## src/rtl/cab_pkg.sv

```systemverilog
package cab_pkg;

  typedef enum logic {
    MODE_QUAD = 1'b0,
    MODE_DUAL = 1'b1
  } cab_mode_e;

  localparam int unsigned SYNC_STAGES = 2;

endpackage

```

## src/rtl/cab_rst_sync.sv

```systemverilog
module cab_rst_sync #(
  parameter int unsigned STAGES = cab_pkg::SYNC_STAGES
) (
  input  logic clk,
  input  logic rst_n,
  output logic rst_sync_n
);

  logic [STAGES-1:0] chain_q;
  logic [STAGES-1:0] chain_d;

  always_comb begin
    chain_d = {chain_q[STAGES-2:0], 1'b1};
  end

  always_ff @(posedge clk or negedge rst_n) begin
    if (!rst_n) begin
      chain_q <= '0;
    end else begin
      chain_q <= chain_d;
    end
  end

  assign rst_sync_n = chain_q[STAGES-1];

endmodule

```

## src/rtl/cab_mode_latch.sv

```systemverilog
module cab_mode_latch
  import cab_pkg::*;
(
  input  logic      clk,
  input  logic      rst_sync_n,
  input  logic      quad_n,
  output cab_mode_e mode
);

  cab_mode_e mode_q;
  cab_mode_e mode_d;
  logic      mode_en;

  assign mode_en = !rst_sync_n;

  always_comb begin
    mode_d = quad_n ? MODE_DUAL : MODE_QUAD;
  end

  always_ff @(posedge clk) begin
    if (mode_en) begin
      mode_q <= mode_d;
    end
  end

  assign mode = mode_q;

endmodule

```

## src/rtl/cab_cs_map.sv

```systemverilog
module cab_cs_map
  import cab_pkg::*;
#(
  parameter int unsigned SEL_N = 2,
  localparam int unsigned CS_W = 2 * SEL_N
) (
  input  cab_mode_e        mode,
  input  logic [CS_W-1:0]  cs_in,
  output logic [CS_W-1:0]  cs_next
);

  logic [CS_W-1:0] dual_map;

  genvar g;
  generate
    for (g = 0; g < SEL_N; g++) begin : g_dual
      assign dual_map[g]         = cs_in[g];
      assign dual_map[g + SEL_N] = cs_in[g];
    end
  endgenerate

  always_comb begin
    if (mode == MODE_QUAD) begin
      cs_next = cs_in;
    end else begin
      cs_next = dual_map;
    end
  end

endmodule

```

## src/rtl/cab_dupreg.sv

```systemverilog
module cab_dupreg #(
  parameter int unsigned W      = 8,
  parameter int unsigned COPIES = 2,
  parameter logic [W-1:0] RST_VAL = '0
) (
  input  logic                       clk,
  input  logic                       rst_sync_n,
  input  logic [W-1:0]               d,
  output logic [COPIES-1:0][W-1:0]   q
);

  genvar c;
  generate
    for (c = 0; c < COPIES; c++) begin : g_copy
      logic [W-1:0] copy_q;
      logic [W-1:0] copy_d;

      always_comb begin
        copy_d = d;
      end

      always_ff @(posedge clk or negedge rst_sync_n) begin
        if (!rst_sync_n) begin
          copy_q <= RST_VAL;
        end else begin
          copy_q <= copy_d;
        end
      end

      assign q[c] = copy_q;
    end
  endgenerate

endmodule

```

## src/rtl/cab_regbuf.sv

```systemverilog
module cab_regbuf
  import cab_pkg::*;
#(
  parameter int unsigned CA_W  = 22,
  parameter int unsigned CTL_N = 2,
  parameter int unsigned SEL_N = 2,
  localparam int unsigned CS_W = 2 * SEL_N
) (
  input  logic             clk,
  input  logic             rst_n,
  input  logic             quad_n,
  input  logic [CA_W-1:0]  ca_in,
  input  logic [CTL_N-1:0] cke_in,
  input  logic [CTL_N-1:0] odt_in,
  input  logic [CS_W-1:0]  cs_in,
  output logic [CA_W-1:0]  qa_ca,
  output logic [CA_W-1:0]  qb_ca,
  output logic [CTL_N-1:0] qa_cke,
  output logic [CTL_N-1:0] qb_cke,
  output logic [CTL_N-1:0] qa_odt,
  output logic [CTL_N-1:0] qb_odt,
  output logic [CS_W-1:0]  cs_q
);

  localparam int unsigned SIDES = 2;

  logic                          rst_sync_n;
  cab_mode_e                     mode;
  logic [CS_W-1:0]               cs_next;
  logic [SIDES-1:0][CA_W-1:0]    ca_copies;
  logic [SIDES-1:0][CTL_N-1:0]   cke_copies;
  logic [SIDES-1:0][CTL_N-1:0]   odt_copies;
  logic [0:0][CS_W-1:0]          cs_reg;

  cab_rst_sync i_rst_sync (
    .clk        (clk),
    .rst_n      (rst_n),
    .rst_sync_n (rst_sync_n)
  );

  cab_mode_latch i_mode (
    .clk        (clk),
    .rst_sync_n (rst_sync_n),
    .quad_n     (quad_n),
    .mode       (mode)
  );

  cab_cs_map #(.SEL_N(SEL_N)) i_cs_map (
    .mode    (mode),
    .cs_in   (cs_in),
    .cs_next (cs_next)
  );

  cab_dupreg #(.W(CA_W), .COPIES(SIDES), .RST_VAL('0)) i_ca_reg (
    .clk        (clk),
    .rst_sync_n (rst_sync_n),
    .d          (ca_in),
    .q          (ca_copies)
  );

  cab_dupreg #(.W(CTL_N), .COPIES(SIDES), .RST_VAL('0)) i_cke_reg (
    .clk        (clk),
    .rst_sync_n (rst_sync_n),
    .d          (cke_in),
    .q          (cke_copies)
  );

  cab_dupreg #(.W(CTL_N), .COPIES(SIDES), .RST_VAL('0)) i_odt_reg (
    .clk        (clk),
    .rst_sync_n (rst_sync_n),
    .d          (odt_in),
    .q          (odt_copies)
  );

  cab_dupreg #(.W(CS_W), .COPIES(1), .RST_VAL({CS_W{1'b1}})) i_cs_reg (
    .clk        (clk),
    .rst_sync_n (rst_sync_n),
    .d          (cs_next),
    .q          (cs_reg)
  );

  assign qa_ca  = ca_copies[0];
  assign qb_ca  = ca_copies[1];
  assign qa_cke = cke_copies[0];
  assign qb_cke = cke_copies[1];
  assign qa_odt = odt_copies[0];
  assign qb_odt = odt_copies[1];
  assign cs_q   = cs_reg[0];

endmodule

```

## config.mk

```make
export PLATFORM = sky130hd
export DESIGN_NAME = cab_regbuf
export DESIGN_NICKNAME = d
export VERILOG_FILES = /design/src/rtl/cab_pkg.sv /design/src/rtl/cab_rst_sync.sv /design/src/rtl/cab_mode_latch.sv /design/src/rtl/cab_cs_map.sv /design/src/rtl/cab_dupreg.sv /design/src/rtl/cab_regbuf.sv
export SDC_FILE = /design/constraint.sdc
export NUM_CORES = 1
export LEC_CHECK = 0
export BUFFER_PORTS_ARGS = -buffer_cell sky130_fd_sc_hd__buf_4
export CELL_PAD_IN_SITES_DETAIL_PLACEMENT = 1
export CELL_PAD_IN_SITES_GLOBAL_PLACEMENT = 1
export CORE_ASPECT_RATIO = 0.6
export CORE_MARGIN = 1.5
export CORE_UTILIZATION = 25
export CTS_CLUSTER_DIAMETER = 200
export CTS_CLUSTER_SIZE = 10
export DETAILED_ROUTE_END_ITERATION = 6
export HOLD_SLACK_MARGIN = 0.05
export PLACE_DENSITY = 0.8
export SETUP_SLACK_MARGIN = 0.3
export SLEW_MARGIN = 20
export SYNTH_ARGS = -nofsm -noshare
export SYNTH_HDL_FRONTEND = slang
export SYNTH_HIERARCHICAL = 1
export SYNTH_SLANG_ARGS = --single-unit
```

## constraint.sdc

```tcl
create_clock -name clk -period 0.99 [get_ports clk]
set_input_delay 0.099 -clock clk [delete_from_list [all_inputs] [get_ports clk]]
set_output_delay 0.099 -clock clk [all_outputs]
set_load 0.02 [all_outputs]
```

==> impl_metrics.csv <==
group,metric,value,unit
setup_path,cp_top_family,"flip-flops",
logic_synthesis,yosysSeqAreaShare,77.7,%
route,drt-total-wl,2930,um
grt,antenna_found_initial,0,
timing,period_minus_slack,1.02,ns
floorplanning,core_area,4120,um^2
timing,worst_slack,-0.0276,ns
route,vias,824,
logic_synthesis,ys_types,7,
logic_synthesis,syn_inst,65,
final_layout,drive_gt1_share,63.4,%
route,drt_iter0_drc,14,
floorplanning,fp.dieH,53.8,um
logic_synthesis,netlist.area_leader.share,65.1,%
setup_path,slowest_stage,"dfstp_2",
floorplanning,die_x,87.7,um
logic_synthesis,async_reset_ff_share,97.0,%
timing,hold_slack,-0.00574,ns
timing,report.final.slew_viol_count,0,
route,drc,0,
clock_tree,clock_path_buffers,2,
setup_path,cp.required,0.89,ns
clock_tree,cts-htree-levels,2,
place,placed_cell_area,1610,um^2
hold_path,worstHoldPathType,"input pin to register",
grt,overflow,0,
clock_tree,cts_tree,"built",
setup_path,cp.buffers_inverters,1,
logic_synthesis,synth-edff-count,1,
setup_path,criticalPathCategory,"register to output port",
clock_tree,cts_buffers,5,
logic_synthesis,ys_top_cells_by_area,"dfrtp_1 65%, buf_4 20%, dfstp_2 9.8%",
logic_synthesis,synth_flop_cell,"dfrtp_1",
clock_tree,cts_hold_buf,29,
setup_path,worstRegToRegCells,1,
logic_synthesis,yosysTopAreaCell,"dfrtp_1",
clock_tree,cts-root-buf,"clkbuf_8",
power_and_ir_drop,vdd_drop_max,0.000805,V
logic_synthesis,synth_fp_nets,98,
setup_path,critPathCaptureType,"output port",
timing,fin_skew,0.00323,ns
setup_path,crit_chain,"buf_6",
setup_path,critPathMaxFanout,1,
grt,grt_use_total,13.3,%
logic_synthesis,yosys_warnings,6,
route,antenna_left,0,
logic_synthesis,ys_ff_latch,33,
final_layout,post-route-cell-area,2230,um^2
setup_path,critPathLaunchType,"register",
power_and_ir_drop,p_leak,1.07,nW
grt,grt_start_max_net_pins,31,
setup_path,cp.depth,1,
clock_tree,clk_pin_slew,0.06,ns
logic_synthesis,avgSynthCellArea,16.6,um^2
floorplanning,num_rows,18,
place,globalplace.congestion,0.616,
timing,fmax,983,MHz
grt,grt_pass1_vias,924,
floorplanning,fp.dieArea,4720,um^2
power_and_ir_drop,finalPower,3.18,mW
setup_path,critPathArrivalTime,0.92,ns
route,firstDrtPassIters,2,
place,portBuffers,88,
route,routedWlPerCell,13.1,um
flow_run,drv_cap,0,
timing,finalCritPeriodShare,103,%
grt,grt_pass1_wl,4310,um
outcome,status,"complete, but fails checks",
timing,finalSetupViolations,4,
logic_synthesis,synth_commonest_cells,"28 x buf_4, 28 x dfrtp_1, 4 x dfstp_2",
clock_tree,cts.sinks,33,
floorplanning,start_util,26.1,%
timing,hold_violations,1,
floorplanning,ios,89,
final_layout,fin_nets,196,
setup_path,cp_slowest_stage_delay,0.53,ns
final_layout,diodes,0,
outcome,violations,"hold timing, setup timing",
logic_synthesis,syn_area,1080,um^2
timing,grt_setup_unrepaired,"true",
power_and_ir_drop,power_density,1430,nW/um^2
clock_tree,clkLatencyLatePin,0.28,ns
place,hpwl,1860,um
final_layout,fin_util,54.0,%
route,vias_per_cell,3.68,
hold_path,whs_path_depth,1,
final_layout,syn2layout_area_growth,107,%
[final timing paths]
kind,endpoint,from,slack (ns)
max in group asynchronous,i_cs_reg/q[3],i_rst_sync/chain_q[1],0.36
worst max-delay path,cs_q[3],i_cs_reg/q[3],-0.03
worst max register to register,i_cs_reg/q[3],i_mode/mode,0.17
min in group asynchronous,i_rst_sync/chain_q[1],rst_n,0.14
worst min-delay path,i_mode/mode,quad_n,-0.006
worst min register to register,i_odt_reg/g_copy[1].copy_q[0],i_rst_sync/chain_q[1],0.37
[metal layers]
layer | up-vias | wire length [um] | track usage, %
met4 | 0 | 31 | 5.56
met5 | - | 0 | 0
li1 | 362 | - | -
met3 | 6 | 293 | 6.44
met2 | 54 | 1730 | 27.9
met1 | 402 | 875 | 10.7
[final cells by class]
cell class,count,area (um^2)
Fill cell,417,1900
Sequential cell,33,840
Multi-Input combinational cell,3,33.8
Inverter,1,3.75
Clock buffer,8,90.1
Tap cell,60,75.1
Timing Repair Buffer,119,1180
[repair_timing]
item,CTS,global route
cloned,0,0
hold endpoints to repair,32,3
setup endpoints to repair,63,59
setup buffers,0,1
resized for setup,59,1
[where the power goes]
part	internal [mW]	switching, mW	total [mW]
Sequential	1.44	0.0592	1.50
Clock	0.566	0.458	1.02
Combinational	0.388	0.268	0.656
Total	2.39	0.785	3.18
[registers in the layout, indices dropped and copies added, names as in the netlist]
| name | flops |
|---|---|
| i_cke_reg/g_copy.copy_q | 2 |
| i_mode/mode | 1 |
| i_odt_reg/g_copy.copy_q | 2 |
| i_cs_reg/q | 4 |
| i_rst_sync/chain_q | 2 |
| i_ca_reg/g_copy.copy_q | 22 |
[cells in the final DEF, fill, tap and decap left out]
| cell type | instances |
|---|---|
| dfrtp_4 | 1 |
| inv_2 | 1 |
| buf_6 | 56 |
| clkbuf_1 | 2 |
| edfxtp_1 | 1 |
| conb_1 | 1 |
| clkbuf_8 | 6 |
| dfstp_2 | 4 |
| buf_8 | 1 |
| mux2_4 | 2 |
| dlygate4sd3_1 | 29 |
| buf_4 | 33 |
| dfrtp_1 | 27 |
[kinds of logic after synthesis]
| group | synth area share, % |
|---|---|
| DFF | 77.7 |
| buffers and inverters | 19.9 |
| muxes | 2.09 |
| other | 0.349 |
[through the flow]
stage | TNS (ns) | hold WS [ns] | setup WS (ns) | std cells
after floorplan | 0 | -0.197 | 0.0107 | 65
after global placement | 0 | -0.116 | 0.199 | 186
after detailed placement | 0 | -0.109 | 0.195 | 186
after CTS | -0.142 | -0.0130 | -0.0458 | 223
after global routing | -0.232 | -0.0200 | -0.0680 | 224
final | -0.0930 | -0.00574 | -0.0276 | 224
Power figures use the tool's default switching activity.
